File: src/rtl/edid_trk_pkg.sv
package edid_trk_pkg;
  typedef enum logic [1:0] {PH_START, PH_OFS, PH_ORIG} phase_t;
  typedef enum logic [1:0] {EM_NONE, EM_SEG, EM_OFS, EM_ORIG} emit_t;
endpackage

File: src/rtl/edid_ptr_regs.sv
module edid_ptr_regs #(
  parameter int ADDR_W    = 20,
  parameter int LEN_W     = 8,
  parameter int DW        = 8,
  parameter int SEG_ADDR  = 'h30,
  parameter int EDID_ADDR = 'h50,
  parameter int CHUNK     = 16,
  parameter int BLOCK     = 128
) (
  input  logic              clk,
  input  logic              rst,
  input  logic              fire,
  input  logic              req_native,
  input  logic              req_read,
  input  logic              req_mot,
  input  logic [ADDR_W-1:0] req_addr,
  input  logic [LEN_W-1:0]  req_len,
  input  logic [DW-1:0]     req_data,
  output logic [DW-1:0]     seg_q,
  output logic [DW-1:0]     ofs_q,
  output logic              chunk_rd,
  output logic              need_help
);
  localparam int BLK_LG = $clog2(BLOCK);

  function automatic logic [DW-1:0] step_ofs(input logic [DW-1:0] o);
    return o + DW'(CHUNK);
  endfunction

  function automatic logic at_block_edge(input logic [DW-1:0] o);
    return o[BLK_LG-1:0] == '0;
  endfunction

  logic wr_seg, wr_ofs, advance, i2c_wr;
  logic [DW-1:0] ofs_next;

  assign chunk_rd  = !req_native && req_read && req_mot && (req_len != '0);
  assign need_help = chunk_rd && !at_block_edge(ofs_q);
  assign i2c_wr    = fire && !req_native && !req_read;
  assign wr_seg    = i2c_wr && (req_addr == ADDR_W'(SEG_ADDR));
  assign wr_ofs    = i2c_wr && (req_addr == ADDR_W'(EDID_ADDR));
  assign advance   = fire && chunk_rd;
  assign ofs_next  = step_ofs(ofs_q);

  always_ff @(posedge clk) begin
    if (rst) begin
      seg_q <= '0;
      ofs_q <= '0;
    end else begin
      if (wr_seg) seg_q <= req_data;
      if (wr_ofs) ofs_q <= req_data;
      if (advance) begin
        ofs_q <= ofs_next;
        if (at_block_edge(ofs_next)) seg_q <= '0;
      end
    end
  end


  ofs_step_chk: assert property (@(posedge clk) disable iff (rst)
    advance |=> ofs_q == DW'($past(ofs_q) + CHUNK));


  seg_clear_chk: assert property (@(posedge clk) disable iff (rst)
    (advance && ofs_q[BLK_LG-1:0] == BLK_LG'(BLOCK - CHUNK)) |=> seg_q == '0);


  hold_chk: assert property (@(posedge clk) disable iff (rst)
    (!fire) |=> ($stable(seg_q) && $stable(ofs_q)));


  reset_chk: assert property (@(posedge clk)
    rst |=> (seg_q == '0 && ofs_q == '0));
endmodule

File: src/rtl/edid_req_seq.sv
module edid_req_seq #(
  parameter int ADDR_W   = 20,
  parameter int LEN_W    = 8,
  parameter int DW       = 8,
  parameter int SEG_ADDR = 'h30
) (
  input  logic              clk,
  input  logic              rst,
  input  logic              in_valid,
  output logic              in_ready,
  input  logic              in_native,
  input  logic              in_read,
  input  logic              in_mot,
  input  logic [ADDR_W-1:0] in_addr,
  input  logic [LEN_W-1:0]  in_len,
  input  logic [DW-1:0]     in_data,
  input  logic              need_help,
  input  logic [DW-1:0]     seg_q,
  input  logic [DW-1:0]     ofs_q,
  output logic              orig_fire,
  output logic              out_valid,
  input  logic              out_ready,
  output logic              out_native,
  output logic              out_read,
  output logic              out_mot,
  output logic [ADDR_W-1:0] out_addr,
  output logic [LEN_W-1:0]  out_len,
  output logic [DW-1:0]     out_data,
  output logic              out_no_addr,
  output logic              out_no_stop
);
  import edid_trk_pkg::*;

  phase_t phase;
  emit_t  emit;
  logic   out_fire, helper_out;

  always_comb begin
    emit = EM_NONE;
    unique case (phase)
      PH_START: if (in_valid) begin
        if (need_help) emit = (seg_q != '0) ? EM_SEG : EM_OFS;
        else           emit = EM_ORIG;
      end
      PH_OFS:  emit = EM_OFS;
      PH_ORIG: emit = EM_ORIG;
      default: emit = EM_NONE;
    endcase
  end

  assign helper_out = (emit == EM_SEG) || (emit == EM_OFS);
  assign out_valid  = emit != EM_NONE;
  assign out_fire   = out_valid && out_ready;
  assign in_ready   = (emit == EM_ORIG) && out_ready;
  assign orig_fire  = in_valid && in_ready;

  always_comb begin
    out_native  = in_native;
    out_read    = in_read;
    out_mot     = in_mot;
    out_addr    = in_addr;
    out_len     = in_len;
    out_data    = in_data;
    out_no_addr = 1'b0;
    out_no_stop = 1'b0;
    if (helper_out) begin
      out_native  = 1'b0;
      out_read    = 1'b0;
      out_mot     = 1'b0;
      out_len     = LEN_W'(1);
      out_no_addr = 1'b1;
      out_no_stop = 1'b1;
      if (emit == EM_SEG) begin
        out_addr = ADDR_W'(SEG_ADDR);
        out_data = seg_q;
      end else begin
        out_data = ofs_q;
      end
    end
  end

  always_ff @(posedge clk) begin
    if (rst) begin
      phase <= PH_START;
    end else if (out_fire) begin
      unique case (emit)
        EM_SEG:  phase <= PH_OFS;
        EM_OFS:  phase <= PH_ORIG;
        default: phase <= PH_START;
      endcase
    end
  end


  helper_follow_chk: assert property (@(posedge clk) disable iff (rst)
    (out_fire && helper_out) |=> (out_valid && !in_ready || out_valid));


  no_early_accept_chk: assert property (@(posedge clk) disable iff (rst)
    (out_fire && helper_out) |-> !orig_fire);


  no_help_edge_chk: assert property (@(posedge clk) disable iff (rst)
    (phase == PH_START && in_valid && !need_help) |-> !out_no_addr);
endmodule

File: src/rtl/edid_ptr_tracker.sv
module edid_ptr_tracker #(
  parameter int ADDR_W    = 20,
  parameter int LEN_W     = 8,
  parameter int SEG_ADDR  = 'h30,
  parameter int EDID_ADDR = 'h50,
  parameter int CHUNK     = 16,
  parameter int BLOCK     = 128
) (
  input  logic              clk,
  input  logic              rst,
  input  logic              in_valid,
  output logic              in_ready,
  input  logic              in_native,
  input  logic              in_read,
  input  logic              in_mot,
  input  logic [ADDR_W-1:0] in_addr,
  input  logic [LEN_W-1:0]  in_len,
  input  logic [7:0]        in_data,
  output logic              out_valid,
  input  logic              out_ready,
  output logic              out_native,
  output logic              out_read,
  output logic              out_mot,
  output logic [ADDR_W-1:0] out_addr,
  output logic [LEN_W-1:0]  out_len,
  output logic [7:0]        out_data,
  output logic              out_no_addr,
  output logic              out_no_stop
);
  localparam int DW = 8;

  logic [DW-1:0] seg_q, ofs_q;
  logic          chunk_rd, need_help, orig_fire;

  edid_ptr_regs #(
    .ADDR_W(ADDR_W), .LEN_W(LEN_W), .DW(DW), .SEG_ADDR(SEG_ADDR),
    .EDID_ADDR(EDID_ADDR), .CHUNK(CHUNK), .BLOCK(BLOCK)
  ) u_regs (
    .clk(clk), .rst(rst), .fire(orig_fire),
    .req_native(in_native), .req_read(in_read), .req_mot(in_mot),
    .req_addr(in_addr), .req_len(in_len), .req_data(in_data),
    .seg_q(seg_q), .ofs_q(ofs_q), .chunk_rd(chunk_rd), .need_help(need_help)
  );

  edid_req_seq #(
    .ADDR_W(ADDR_W), .LEN_W(LEN_W), .DW(DW), .SEG_ADDR(SEG_ADDR)
  ) u_seq (
    .clk(clk), .rst(rst),
    .in_valid(in_valid), .in_ready(in_ready),
    .in_native(in_native), .in_read(in_read), .in_mot(in_mot),
    .in_addr(in_addr), .in_len(in_len), .in_data(in_data),
    .need_help(need_help), .seg_q(seg_q), .ofs_q(ofs_q),
    .orig_fire(orig_fire),
    .out_valid(out_valid), .out_ready(out_ready),
    .out_native(out_native), .out_read(out_read), .out_mot(out_mot),
    .out_addr(out_addr), .out_len(out_len), .out_data(out_data),
    .out_no_addr(out_no_addr), .out_no_stop(out_no_stop)
  );


  qual_only_chk: assert property (@(posedge clk) disable iff (rst)
    (orig_fire && !chunk_rd) |=> $stable(ofs_q) || !$past(in_native) && !$past(in_read));
endmodule

File: config.mk
export PLATFORM = sky130hd
export DESIGN_NAME = edid_ptr_tracker
export DESIGN_NICKNAME = d
export VERILOG_FILES = /design/src/rtl/edid_trk_pkg.sv /design/src/rtl/edid_ptr_regs.sv /design/src/rtl/edid_req_seq.sv /design/src/rtl/edid_ptr_tracker.sv
export SDC_FILE = /design/constraint.sdc
export NUM_CORES = 1
export LEC_CHECK = 0
export ABC_CLOCK_PERIOD_IN_PS = 5800
export BUFFER_PORTS_ARGS = -buffer_cell sky130_fd_sc_hd__buf_2
export CAP_MARGIN = 40
export CORE_MARGIN = 3
export CORE_UTILIZATION = 48
export CTS_CLUSTER_SIZE = 10
export DETAILED_ROUTE_END_ITERATION = 12
export PLACE_DENSITY = 0.92
export SYNTH_ARGS = -nofsm -noshare
export SYNTH_HDL_FRONTEND = slang
export SYNTH_SLANG_ARGS = --single-unit
export TNS_END_PERCENT = 50
File: constraint.sdc
create_clock -name clk -period 5.8 [get_ports clk]
set_clock_uncertainty 0.05 [all_clocks]
set_input_delay 0.87 -clock clk [delete_from_list [all_inputs] [get_ports clk]]
set_output_delay 0.87 -clock clk [all_outputs]
set_load 0.1 [all_outputs]
==> impl_metrics.toml <==
[floorplan]
std_cell_rows = 19
design.core.area_um2 = 2900
initial_utilization_pct = 52.8
die_h_um = 62.5
pin_count = 86
die_w_um = 62.5
die_area_um2 = 3900

[cells_and_area]
utilization_pct = 68.8
diodes = 0
multi_input_area_um2 = 1080
fillerInstances = 253
fin_nets = 330
drive_gt1_share_pct = 35.7
final_cells = 319
seqCellArea_um2 = 360
final_area_um2 = 1990
syn_to_final_growth_pct = 30.2

[placed_design]
place_area_um2 = 1960
hpwl_um = 3620
post-place-cells = 315
pre_cts_slack_ns = 1.13
portBuffers = 85
gp_congestion = 0.878

[worst_setup_path]
cp-start-kind = "primary input"
critical_path.most_common_cell = "buf_2"
crit_path_end_kind = "output pin"
cp_slowest_cell = "ha_1"
cp.arrival_ns = 3.77
reg2regPathDepth = 9
required_ns = 4.88
rr_endpoint = "u_regs.ofs_q[6]"
crit_type = "in2out"
r2r_start = "u_regs.ofs_q[0]"
rrSetupSlack_ns = 2.38
worst-path-max-fanout = 19
cpPeakStageDelay_ns = 0.63
crit_chain = "buf_2, or4_4, o21ai_0, nor3_1, o31ai_1, ha_1, buf_4, or2_2, buf_2"

[sta]
finalSetupTns_ns = 0
tightestPinTransition_ns = 0.709
holdWs_ns = 0.453
setup_viol = 0
fin_crit_ns = 4.69
max_slew_margin_pct = 52.7
fmax_mhz = 213
maxSlewViolCount = 0
worst_slack_ns = 1.11
hold_viol = 0
rsz0062_at_grt = "no"
fin_crit_sh_pct = 80.8

[drt]
drc = 0
drt_first_pass_iters = 4
routed_wl_um = 4620
wl_per_cell_um = 14.5
ant_nets = 0
vias_per_cell = 5.59
drt_iter0_drc = 87
vias = 1782

[pwr]
p_per_area_nw_per_um2 = 435
peakVddDrop_mv = 0.241
p_leak_nw = 0.870
finalPower_uw = 868
internal_power_uw = 260
seqPwrFrac_pct = 14.6
p_switching_uw = 609
clkPwrFrac_pct = 9.1
combPwrFrac_pct = 76.3
switching_share_pct = 70.1

[global_route]
grt_usage_pct = 22.0
antenna_found_initial = 0
grt_max_degree = 29
grt_pass1_wl_um = 7300
overflow = 0
grt_pass1_vias = 1587

[synth]
synthMuxAreaShare_pct = 5.23
syn_nets = 253
ys_top_cells_by_area = "dfxtp_1 24%, nor2b_1 8.6%, ha_1 7.4%, o21ai_0 7.2%, nand4_1 6.5%"
synth.most_common_cell = "o21ai_0"
synthXorXnorAreaFrac_pct = 1.14
yosys.area_share.simple_pct = 35.2
synthAdderAreaFrac_pct = 7.35
synth_top_area_share_pct = 23.5
syn_inst = 201
synth-compound-area-share_pct = 21.7
synth_edf_count = 0
ys_warn_count = 0
ys_ff_latch = 18
syn_avg_cell_area_um2 = 7.62
netlist_area_um2 = 1530
yosysUniqueCellTypes = 40
synth_common_cells = "22 x o21ai_0, 21 x nor2b_1, 18 x dfxtp_1"
ys_seq_area_share_pct = 23.5
synth_top_family_by_area = "simple AND/OR/NAND/NOR gates"
synth_area_leader_cell = "dfxtp_1"
synthFlopType = "dfxtp_1"
async_flop_share_pct = 0

[clocking]
hold_buffers = 0
cts_inserted_buffers = 3
clock_path_buffers = 2
worstSkewPairLatency_ns = 0.29
path_clk_slew_ns = 0.11
cts_setup_buffers = 0
htree_levels = 1
cts_sinks = 18
cts_root_buffer = "clkbuf_4"
cts-resized-gates = 0
cts_tree = "yes"

[hold_path]
min_to = "u_regs.ofs_q[2]"
hold_path_depth = 2
hp-class = "reg2reg"
worstHoldStart = "u_regs.ofs_q[2]"

[flow_run]
maxCapViolCount = 0

[outcome]
status = "completed"
## power by group through the flow
stage	combinational (mW)	clock (mW)	sequential, mW
6_report	0.663	0.0792	0.126
5_1_grt	0.686	0.0856	0.127
2_1_floorplan	0.573	0	0.129
3_3_place_gp	0.657	0	0.129
4_1_cts	0.664	0.0787	0.126
3_5_place_dp	0.663	0	0.129
## area by class of cell
class,count,share of cell area (%)
Tap cell,42,2.63
Multi-Input combinational cell,161,54.3
Timing Repair Buffer,86,21.7
Inverter,8,1.51
Clock buffer,4,1.82
Sequential cell,18,18.1
## state kept, by name, indices dropped and copies added (netlist names)
name,cells
u_regs.ofs_q,8
u_seq.phase,2
u_regs.seg_q,8
## how the worst max path moves through the flow
stage	depth (start not counted)	slack, ns	to	from
6_report	9	1.11	out_addr[5]	in_len[1]
5_1_grt	9	0.95	out_data[5]	in_len[1]
4_1_cts	9	1.12	out_addr[5]	in_len[1]
3_5_place_dp	9	1.13	out_addr[5]	in_len[1]
3_3_place_gp	8	1.23	out_len[1]	in_len[1]
2_1_floorplan	8	0.003	out_data[0]	in_len[1]
## worst max-delay path, delay by kind of cell
kind	cells	cell delay [ns]
compound gates	2	0.63
simple gates	3	0.78
fa+ha+maj	1	0.63
buf+inv	3	0.84
## cell families (layout without fill, tap and decap cells)
family          count (synthesis)  count (layout)
flops                          18              18
fa+ha+maj                       9               9
buf+inv                        22              98
xor+xnor                        2               2
simple gates                   89              89
mux                             8               8
compound gates                 53              53
## per-layer routing
metal / global-route usage (%) / wire length (µm)
met1: 27.5 / 1920
met2: 40.5 / 2280
met3: 3.60 / 395
met4: 2.75 / 21
met5: 0 / 0
## cell usage in the layout, fill, tap and decap left out, types with 9 or more instances in the layout
cell type	n
o21ai_0	22
nand4_1	16
buf_2	85
dfxtp_1	18
a21oi_1	16
nand2_1	13
ha_1	9
nor2b_1	21
and2_1	10
Power figures use the tool's default switching activity.
